### src/rtl/coh_pkg.sv
package coh_pkg;

   typedef enum logic [1:0] {
      OP_RD      = 2'b00,
      OP_WR      = 2'b01,
      OP_L1EVICT = 2'b10,
      OP_L2EVICT = 2'b11
   } coh_op_e;

   typedef struct packed {
      logic present;   // line allocated in this bank
      logic shr;       // touched by more than one core (sticky)
      logic wr;        // written at least once (sticky)
      logic tok_home;  // ownership token parked at L2
   } line_st_t;

   localparam int unsigned LINE_ST_W = $bits(line_st_t);

endpackage

### src/rtl/coh_line_store.sv
module coh_line_store
   import coh_pkg::*;
#(
   parameter int unsigned NUM_LINES = 64,
   localparam int unsigned LINE_W = $clog2(NUM_LINES)
) (
   input  logic              clk,
   input  logic              rst_n,
   input  logic [LINE_W-1:0] rd_idx,
   output line_st_t          rd_st,
   input  logic              we,
   input  logic [LINE_W-1:0] wr_idx,
   input  line_st_t          wr_st
);

   line_st_t mem [NUM_LINES];

   always_ff @(posedge clk) begin
      if (!rst_n) begin
         for (int i = 0; i < NUM_LINES; i++) mem[i] <= '0;
      end else if (we) begin
         mem[wr_idx] <= wr_st;
      end
   end

   assign rd_st = mem[rd_idx];

endmodule

### src/rtl/coh_decide.sv
module coh_decide
   import coh_pkg::*;
(
   input  line_st_t st_cur,
   input  coh_op_e  op,
   input  logic     tok,
   output line_st_t st_nxt,
   output logic     rsp_en,
   output logic     cacheable,
   output logic     grant,
   output logic     ack,
   output logic     start_inv
);

   logic is_wr;
   assign is_wr = (op == OP_WR);

   always_comb begin
      st_nxt    = st_cur;
      rsp_en    = 1'b0;
      cacheable = 1'b0;
      grant     = 1'b0;
      ack       = 1'b0;
      start_inv = 1'b0;
      case (op)
         OP_RD, OP_WR: begin
            rsp_en = 1'b1;
            if (!st_cur.present) begin
               // first touch: token goes straight to the requester
               st_nxt.present  = 1'b1;
               st_nxt.shr      = 1'b0;
               st_nxt.wr       = is_wr;
               st_nxt.tok_home = 1'b0;
               cacheable       = 1'b1;
               grant           = 1'b1;
               ack             = is_wr;
            end else if (st_cur.shr && st_cur.wr) begin
               // relegated to L2 for good
               ack = is_wr;
            end else if (st_cur.shr) begin
               if (is_wr) begin
                  st_nxt.wr       = 1'b1;
                  st_nxt.tok_home = 1'b1;
                  start_inv       = 1'b1;
                  ack             = 1'b1;
               end else begin
                  cacheable = 1'b1;
               end
            end else if (st_cur.tok_home) begin
               // private line, token idle at L2: hand it out
               st_nxt.tok_home = 1'b0;
               st_nxt.wr       = st_cur.wr | is_wr;
               cacheable       = 1'b1;
               grant           = 1'b1;
               ack             = is_wr & ~st_cur.wr;
            end else if (tok) begin
               st_nxt.wr = st_cur.wr | is_wr;
               cacheable = 1'b1;
               ack       = is_wr & ~st_cur.wr;
            end else begin
               // a second core shows up
               st_nxt.shr = 1'b1;
               if (st_cur.wr || is_wr) begin
                  st_nxt.wr       = 1'b1;
                  st_nxt.tok_home = 1'b1;
                  start_inv       = 1'b1;
                  ack             = is_wr;
               end else begin
                  cacheable = 1'b1;
               end
            end
         end
         OP_L1EVICT: begin
            if (st_cur.present && tok && !(st_cur.shr && st_cur.wr))
               st_nxt.tok_home = 1'b1;
         end
         default: begin
            st_nxt = '0;
         end
      endcase
   end

endmodule

### src/rtl/coh_inval_ctrl.sv
module coh_inval_ctrl #(
   parameter int unsigned LINE_W = 6
) (
   input  logic              clk,
   input  logic              rst_n,
   input  logic              start,
   input  logic [LINE_W-1:0] start_line,
   input  logic              gnt,
   output logic              pend,
   output logic [LINE_W-1:0] line
);

   always_ff @(posedge clk) begin
      if (!rst_n) begin
         pend <= 1'b0;
         line <= '0;
      end else if (start) begin
         pend <= 1'b1;
         line <= start_line;
      end else if (gnt) begin
         pend <= 1'b0;
      end
   end

   AST_INV_NO_OVERRUN: assert property (@(posedge clk) disable iff (!rst_n)
      start |-> !pend);

endmodule

### src/rtl/coh_class_ctrl.sv
module coh_class_ctrl
   import coh_pkg::*;
#(
   parameter int unsigned NUM_CORES        = 16,
   parameter int unsigned NUM_LINES        = 64,
   parameter bit          STALL_ALL_ON_INV = 1'b0,
   localparam int unsigned CORE_W = $clog2(NUM_CORES),
   localparam int unsigned LINE_W = $clog2(NUM_LINES)
) (
   input  logic              clk,
   input  logic              rst_n,
   input  logic              req_valid,
   output logic              req_ready,
   input  logic [1:0]        req_op,
   input  logic [CORE_W-1:0] req_core,
   input  logic [LINE_W-1:0] req_line,
   input  logic              req_tok,
   output logic              rsp_valid,
   output logic [CORE_W-1:0] rsp_core,
   output logic              rsp_cacheable,
   output logic              rsp_token,
   output logic              rsp_ack,
   output logic              inv_req,
   output logic [LINE_W-1:0] inv_line,
   input  logic              inv_gnt
);

   if (NUM_CORES < 2) begin : g_bad_cores
      $error("coh_class_ctrl: NUM_CORES must be at least 2");
   end
   if (NUM_LINES < 2) begin : g_bad_lines
      $error("coh_class_ctrl: NUM_LINES must be at least 2");
   end

   coh_op_e  op;
   line_st_t st_cur, st_nxt;
   logic     d_rsp, d_cache, d_grant, d_ack, d_inv;
   logic     accept, acc_rw;

   assign op = coh_op_e'(req_op);

   coh_line_store #(.NUM_LINES(NUM_LINES)) u_store (
      .clk    (clk),
      .rst_n  (rst_n),
      .rd_idx (req_line),
      .rd_st  (st_cur),
      .we     (accept),
      .wr_idx (req_line),
      .wr_st  (st_nxt)
   );

   coh_decide u_decide (
      .st_cur    (st_cur),
      .op        (op),
      .tok       (req_tok),
      .st_nxt    (st_nxt),
      .rsp_en    (d_rsp),
      .cacheable (d_cache),
      .grant     (d_grant),
      .ack       (d_ack),
      .start_inv (d_inv)
   );

   coh_inval_ctrl #(.LINE_W(LINE_W)) u_inval (
      .clk        (clk),
      .rst_n      (rst_n),
      .start      (accept & d_inv),
      .start_line (req_line),
      .gnt        (inv_gnt),
      .pend       (inv_req),
      .line       (inv_line)
   );

   if (STALL_ALL_ON_INV) begin : g_stall_all
      assign req_ready = !inv_req;
   end else begin : g_stall_line
      assign req_ready = !(inv_req && ((req_line == inv_line) || d_inv));
   end

   assign accept = req_valid & req_ready;
   assign acc_rw = accept & d_rsp;

   always_ff @(posedge clk) begin
      if (!rst_n) begin
         rsp_valid     <= 1'b0;
         rsp_core      <= '0;
         rsp_cacheable <= 1'b0;
         rsp_token     <= 1'b0;
         rsp_ack       <= 1'b0;
      end else begin
         rsp_valid     <= acc_rw;
         rsp_core      <= acc_rw ? req_core : rsp_core;
         rsp_cacheable <= acc_rw & d_cache;
         rsp_token     <= acc_rw & d_grant;
         rsp_ack       <= acc_rw & d_ack;
      end
   end

   AST_RSP_FOLLOWS_REQ: assert property (@(posedge clk) disable iff (!rst_n)
      acc_rw |=> rsp_valid);
   AST_RSP_HAS_REQ: assert property (@(posedge clk) disable iff (!rst_n)
      rsp_valid |-> $past(acc_rw));
   AST_TOKEN_CACHEABLE: assert property (@(posedge clk) disable iff (!rst_n)
      rsp_valid && rsp_token |-> rsp_cacheable);
   AST_READ_NO_ACK: assert property (@(posedge clk) disable iff (!rst_n)
      acc_rw && op == OP_RD |=> !rsp_ack);
   AST_INV_HOLD: assert property (@(posedge clk) disable iff (!rst_n)
      inv_req && !inv_gnt |=> inv_req && $stable(inv_line));
   AST_INV_LINE_STALL: assert property (@(posedge clk) disable iff (!rst_n)
      inv_req && req_valid && req_line == inv_line |-> !req_ready);
   AST_SW_STAYS_L2: assert property (@(posedge clk) disable iff (!rst_n)
      acc_rw && st_cur.shr && st_cur.wr |=> rsp_valid && !rsp_cacheable && !rsp_token && !$rose(inv_req));

endmodule

### config.mk
export PLATFORM = sky130hd
export DESIGN_NAME = coh_class_ctrl
export DESIGN_NICKNAME = d
export VERILOG_FILES = /design/src/rtl/coh_pkg.sv /design/src/rtl/coh_line_store.sv /design/src/rtl/coh_decide.sv /design/src/rtl/coh_inval_ctrl.sv /design/src/rtl/coh_class_ctrl.sv
export SDC_FILE = /design/constraint.sdc
export NUM_CORES = 1
export LEC_CHECK = 0
export ABC_AREA = 1
export BUFFER_PORTS_ARGS = -buffer_cell sky130_fd_sc_hd__clkbuf_2
export CORE_MARGIN = 5
export CORE_UTILIZATION = 43
export DETAILED_ROUTE_END_ITERATION = 8
export HOLD_SLACK_MARGIN = 0.05
export PLACE_DENSITY = 0.68
export SYNTH_ARGS = -nofsm -noshare
export SYNTH_HDL_FRONTEND = slang
export SYNTH_SLANG_ARGS = --single-unit
### constraint.sdc
create_clock -name clk -period 3.8 [get_ports clk]
set_input_delay 0.57 -clock clk [delete_from_list [all_inputs] [get_ports clk]]
set_output_delay 0.57 -clock clk [all_outputs]
set_load 0.01 [all_outputs]
# [Word level (Yosys, flattened, before mapping)]
# Memory sizes are Yosys's and may differ from the RTL's.
# Index checks and enable logic that the tools add are counted.
[classes] div=0 shifts=0 n_eq_ne=3 muxes=52 magnitude_cmp=0 n_bitwise=9 mul=0 addsub=0 reduce_logical=12
[op_table] op="2-to-1 mux 1 bit" n=42
[op_table] op="2-to-1 mux 2 bit" n=4
[op_table] op="AND 1 bit" n=7
[op_table] op="equality test 6 bit" n=1
[op_table] op="2-to-1 mux 3 bit" n=2
[op_table] op="2-to-1 mux 6 bit" n=1
[op_table] op="one-hot mux 3 bit (2 select lines)" n=1
[op_table] op="logical AND 1 bit" n=4
[op_table] op="2-to-1 mux 4 bit" n=1
[op_table] op="OR reduction 4 bit" n=1
[op_table] op="equality test 2 x 1 -> 1 bit, second input constant" n=1
[op_table] op="equality test 2 bit, second input constant" n=1
[op_table] op="logical NOT 1 bit" n=2
[op_table] op="logical NOT 2 bit" n=1
[op_table] op="logical OR 1 bit" n=2
[op_table] op="one-hot mux 1 bit (2 select lines)" n=1
[op_table] op="nonzero test 2 bit" n=1
[op_table] op="OR reduction 2 bit" n=1
[op_table] op="inverter 1 bit" n=1
[op_table] op="OR 1 bit" n=1
[totals] romBits=0 in_bits=17 ff_bits=15 out_inout_bits=16 word_cells=84 n_memories=1 latch_bits=0 mem_bits_rw=256
[memory_table] memory="u_store.mem" words=64 width=4 rd=1 rd_clocked_by_memory_dff=0 wr=64 line="coh_line_store.sv:16" source="line_st_t mem [NUM_LINES];"

# [Longest topological paths before layout]
[logic_depth] depth_word=18 mapped_depth=23 mapped_depth_nobuf=21

# [Cells and area by module]
# Synthesis repeated with hierarchy kept, for this count alone.
[hier_totals] hier_cells=1463 hier_area_um2=13132.6
[modules_own_cells] mod="coh_line_store" instances=1 area_per_inst_um2=12235.5 cells_per_inst=1311
[modules_own_cells] mod="coh_class_ctrl" instances=1 area_per_inst_um2=495.5 cells_per_inst=85
[modules_own_cells] mod="coh_inval_ctrl" instances=1 area_per_inst_um2=239.0 cells_per_inst=30
[modules_own_cells] mod="coh_decide" instances=1 area_per_inst_um2=162.7 cells_per_inst=37

# [Least setup slack after synthesis]
# Ideal clock, no wire load.
[synth_timing] kind="input-to-reg" startpoint="input req_line[1]" endpoint="memory u_store.mem[26][0] (netlist name) (enable)" stages=20 setup_slack_ns=0.684 path_buffers=3 arrival_ns=2.754 required_time_ns=3.439 path_cell_list="buf_4 inv_2 clkbuf_1 nand2_1 nand2_1 nand2_1 nand2_1 nand2_1 nand2_1 nor2_1 nand2_1 nand2_1 nand2_1 nor2_1 nand2_1 nand2_1 nand2_2 buf_4 nand4_2 o21ai_0"
[synth_rtl] element="start, declared" line="coh_class_ctrl.sv:16" source="input logic [LINE_W-1:0] req_line,"
[synth_rtl] element="end, declared" line="coh_line_store.sv:16"

# [Worst setup path in the final report]
[layout_timing] startpoint="input req_line[0]" endpoint="output req_ready"
[layout_between] elab_chain_len=12
[layout_lines] element="memory (64 x 4 bit)"
[layout_lines] element="logical OR 1 bit" line="coh_decide.sv:63" source="if (st_cur.wr || is_wr) begin"
[layout_lines] element="2-to-1 mux 1 bit" line="coh_decide.sv:63"
[layout_lines] element="2-to-1 mux 1 bit" line="coh_decide.sv:56" source="end else if (tok) begin"
[layout_lines] element="2-to-1 mux 1 bit" line="coh_decide.sv:49" source="end else if (st_cur.tok_home) begin"
[layout_lines] element="2-to-1 mux 1 bit" line="coh_decide.sv:40" source="end else if (st_cur.shr) begin"
[layout_lines] element="2-to-1 mux 1 bit" line="coh_decide.sv:37" source="end else if (st_cur.shr && st_cur.wr) begin"
[layout_lines] element="2-to-1 mux 1 bit" line="coh_decide.sv:28" source="if (!st_cur.present) begin"
[layout_lines] element="2-to-1 mux 1 bit" line="coh_decide.sv:25" source="case (op)"
[layout_lines] element="logical OR 1 bit (*)" line="coh_class_ctrl.sv:77" source="assign req_ready = !(inv_req && ((req_line == inv_line) || d_inv));"
[layout_lines] element="logical AND 1 bit (*)" line="coh_class_ctrl.sv:77"
[layout_lines] element="logical NOT 1 bit (*)" line="coh_class_ctrl.sv:77"
[layout_lines] element="end, declared" line="coh_class_ctrl.sv:13" source="output logic req_ready,"
# Mark *: on every way between the ends. The rest lies on a longest branch, timed or not.

==> key figures <==
Status
  – Run status: completed

Finish
  – Number of diodes: 0
  – Fillers: slightly below 3,000
  – Seq. cell area: approximately 0.008 sq mm
  – Synth-to-Final Area Change: 15.2%
  – Area occupied by multi-input gates: 0.00472 sq mm
  – Nets: ~1,600
  – Fraction of layout cells with a size suffix above 1: 0.147

Routing
  – Vias: ~11,000
  – 1st-pass router iterations: 5
  – DRC viols: 0
  – Routed Antenna Nets: 0
  – Wirelength per Cell: around 19 microns
  – 1st-iter DRT viols: 974
  – DRT Wirelength: approximately 38,000 microns
  – Vias per std cell: roughly 5.5

CTS
  – Cts bufs inserted: 29
  – Htree depth: 1
  – Clock net sink count: 271
  – CTS tree: done
  – Worst-Skew Late Latency: approximately 0.55 ns
  – Longest Clk Path Bufs: 3
  – Clk root buf: clkbuf_16
  – Clock Pin Slew Worst Setup and Hold Paths: 0.06 ns
  – Setup Fix Bufs, Post-CTS: 0

Place
  – DP HPWL: approximately 25,000 microns
  – Final Wtd Congestion: 0.938
  – IO Port Bufs: 32

GRT
  – Largest net degree at the start of global routing: 54
  – First-pass GRT wire length: 59,300 microns
  – Initial antenna violation count: 0
  – Vias in the first global route: about 11,000
  – Gr usage total: 0.214
  – Gr ovfl total: 0

Logic synthesis
  – Syn_area_per_cell: 8.83 sq um
  – Synth top area share: 0.571
  – Dominant cells by area after synthesis: edfxtp_1, nand2_1, nor2_1
  – Primary FF master, synth: edfxtp_1
  – Seq cells post-synth: 271
  – Post-Syn Area: around 0.013 sq mm
  – Post-synthesis net count: 1,540
  – Synthesized instance count: about 1,500
  – Largest area contributor in the netlist: edfxtp_1
  – EDFF count, synth: approximately 260
  – Cell variety after synth: 32
  – Synth top cells by count: nand2_1, edfxtp_1, nor2_1, nor3_1, inv_1
  – Asr flop ratio synth: 0
  – Synth Warn #: 0
  – Most common cell in the netlist: nand2_1
  – Sequential area share after synthesis: 0.594

Critical path
  – Worst EP required: approximately 3.2 ns
  – Crit path from: req_line[0]
  – CP Launch Type: input port
  – CP max FO: 53
  – Worst r2r src: u_store.mem[40][1]
  – Crit path kind: in2out
  – Critical Path AT: around 3 ns
  – Crit end category: output pin

Timing
  – Worst-margin pin slew: roughly 0.76 ns
  – Final min period: about 3.6 ns
  – Highest Clock Rate: 276 MHz
  – Max Slew Vio Count: 0
  – Clock Skew: around 0.013 ns
  – Final setup violation count: 0
  – Fin crit share: 0.953
  – Minimum hold slack: between 0.2 and 0.25 ns
  – Slew HR: 0.495
  – Fin. Hold Viols: 0
  – RSZ-0062 raised after global routing: no
  – Setup tns final: 0 ns

Pwr
  – Leakage: between 6 and 7 nW
  – Pwr per Cell Area: approximately 440 mW/mm^2
  – Peak VDD IR: roughly 0.00032 V

Floorplanning
  – # IOs: 33
  – Die footprint: between 0.03 and 0.04 sq mm
  – Core box area: just over 0.03 sq mm
  – Rows: 64
  – Starting Density: 0.437
  – Die Span X: approximately 190 microns
  – Die Height: 187 microns

Flow run
  – Max-Cap Viols: 0

Min path
  – Hold/Removal Path Class: in2reg
  – Hold path startpoint: req_op[1]
cells by family (layout without fill, tap and decap cells):
| logic type | count (synthesis) | in the layout | share of synthesized area |
|---|---|---|---|
| simple gates | 925 | 925 | 0.287 |
| flops | 271 | 271 | 0.594 |
| xor+xnor | 2 | 2 | 0.00130 |
| buf+inv | 187 | 261 | 0.0586 |
| compound gates | 138 | 138 | 0.0593 |
worst paths after layout:
kind	slack (ns)	end	cells after the start
worst max-delay path	0.18	req_ready	17
worst min-delay path	0.25	rsp_valid	2
worst max register to register	0.40	u_store.mem[62][0]	15
worst min register to register	0.47	u_inval.line[5]	2
final cells by class:
class,instances,share of cell area
Multi-Input combinational cell,1065,0.304
Clock buffer,41,0.0523
Sequential cell,271,0.516
Inverter,85,0.0208
Tap cell,396,0.0320
Timing Repair Buffer,123,0.0699
Clock inverter,12,0.00501
per-stage QoR:
step	utilization	cell area [sq um]	instances	setup WS, ns	power, mW
after floorplan	-	13500	1523	0.684	3.87
after global placement	0.475	14600	1940	-0.241	4.19
after detailed placement	0.475	14600	1940	-0.415	4.20
after CTS	0.504	15500	1993	0.0363	6.84
after global routing	0.504	15500	1993	0.0296	7.04
final	0.504	15500	1993	0.177	6.82
registers in the layout, indices dropped and copies added (netlist names):
name	count
u_inval.pend	1
rsp_token	1
u_inval.line	6
u_store.mem	256
rsp_valid	1
rsp_core	4
rsp_ack	1
rsp_cacheable	1
cell usage in the layout (no fill, tap or decap), drive strengths merged, types with 4 or more instances in the layout:
| cell type | synthesis | final |
|---|---|---|
| nand3b | 4 | 4 |
| clkbuf | 56 | 71 |
| nand2 | 497 | 497 |
| dfxtp | 15 | 15 |
| nand4 | 15 | 15 |
| edfxtp | 256 | 256 |
| buf | 46 | 93 |
| o211ai | 32 | 32 |
| nor3 | 107 | 107 |
| clkinv | 3 | 14 |
| inv | 82 | 82 |
| nor2 | 254 | 254 |
| a21oi | 26 | 26 |
| o21ai | 77 | 77 |
| or2 | 29 | 29 |
| nand3 | 17 | 17 |
layer usage:
metal  routed length (microns)  up-vias  GRT usage
li1                          -     5153          -
met1                     15100     5178      0.277
met2                     18500      517      0.361
met3                      3140      109     0.0297
met4                      1570        0     0.0913
met5                         0        -          0
repair_timing:
| action | CTS | global route |
|---|---|---|
| hold buffers | 0 | 0 |
| hold endpoints to repair | 0 | 0 |
| endpoints found under the setup margin | 0 | 21 |
| gates resized for setup | 0 | 5 |
power by group:
part	internal, mW	switching, mW	leakage, nW
sequential	3.36	0.0344	2.77
clock	1.54	1.14	0.439
combinational	0.220	0.533	3.12
worst max-delay path, stage by stage:
cell and delay (ns):
buf_4 0.15, buf_12 0.18, or2_2 0.34, nand3_1 0.09, nand2_1 0.07, o21ai_2 0.24, nand2_1 0.13, nor2_2 0.16
nand2_1 0.11, nand2_1 0.10, nand2_1 0.08, nor2_1 0.13, nand2_1 0.07, nand2_1 0.07, nand2_2 0.13, buf_4 0.22
clkbuf_2 0.15
Power figures use the tool's default switching activity.
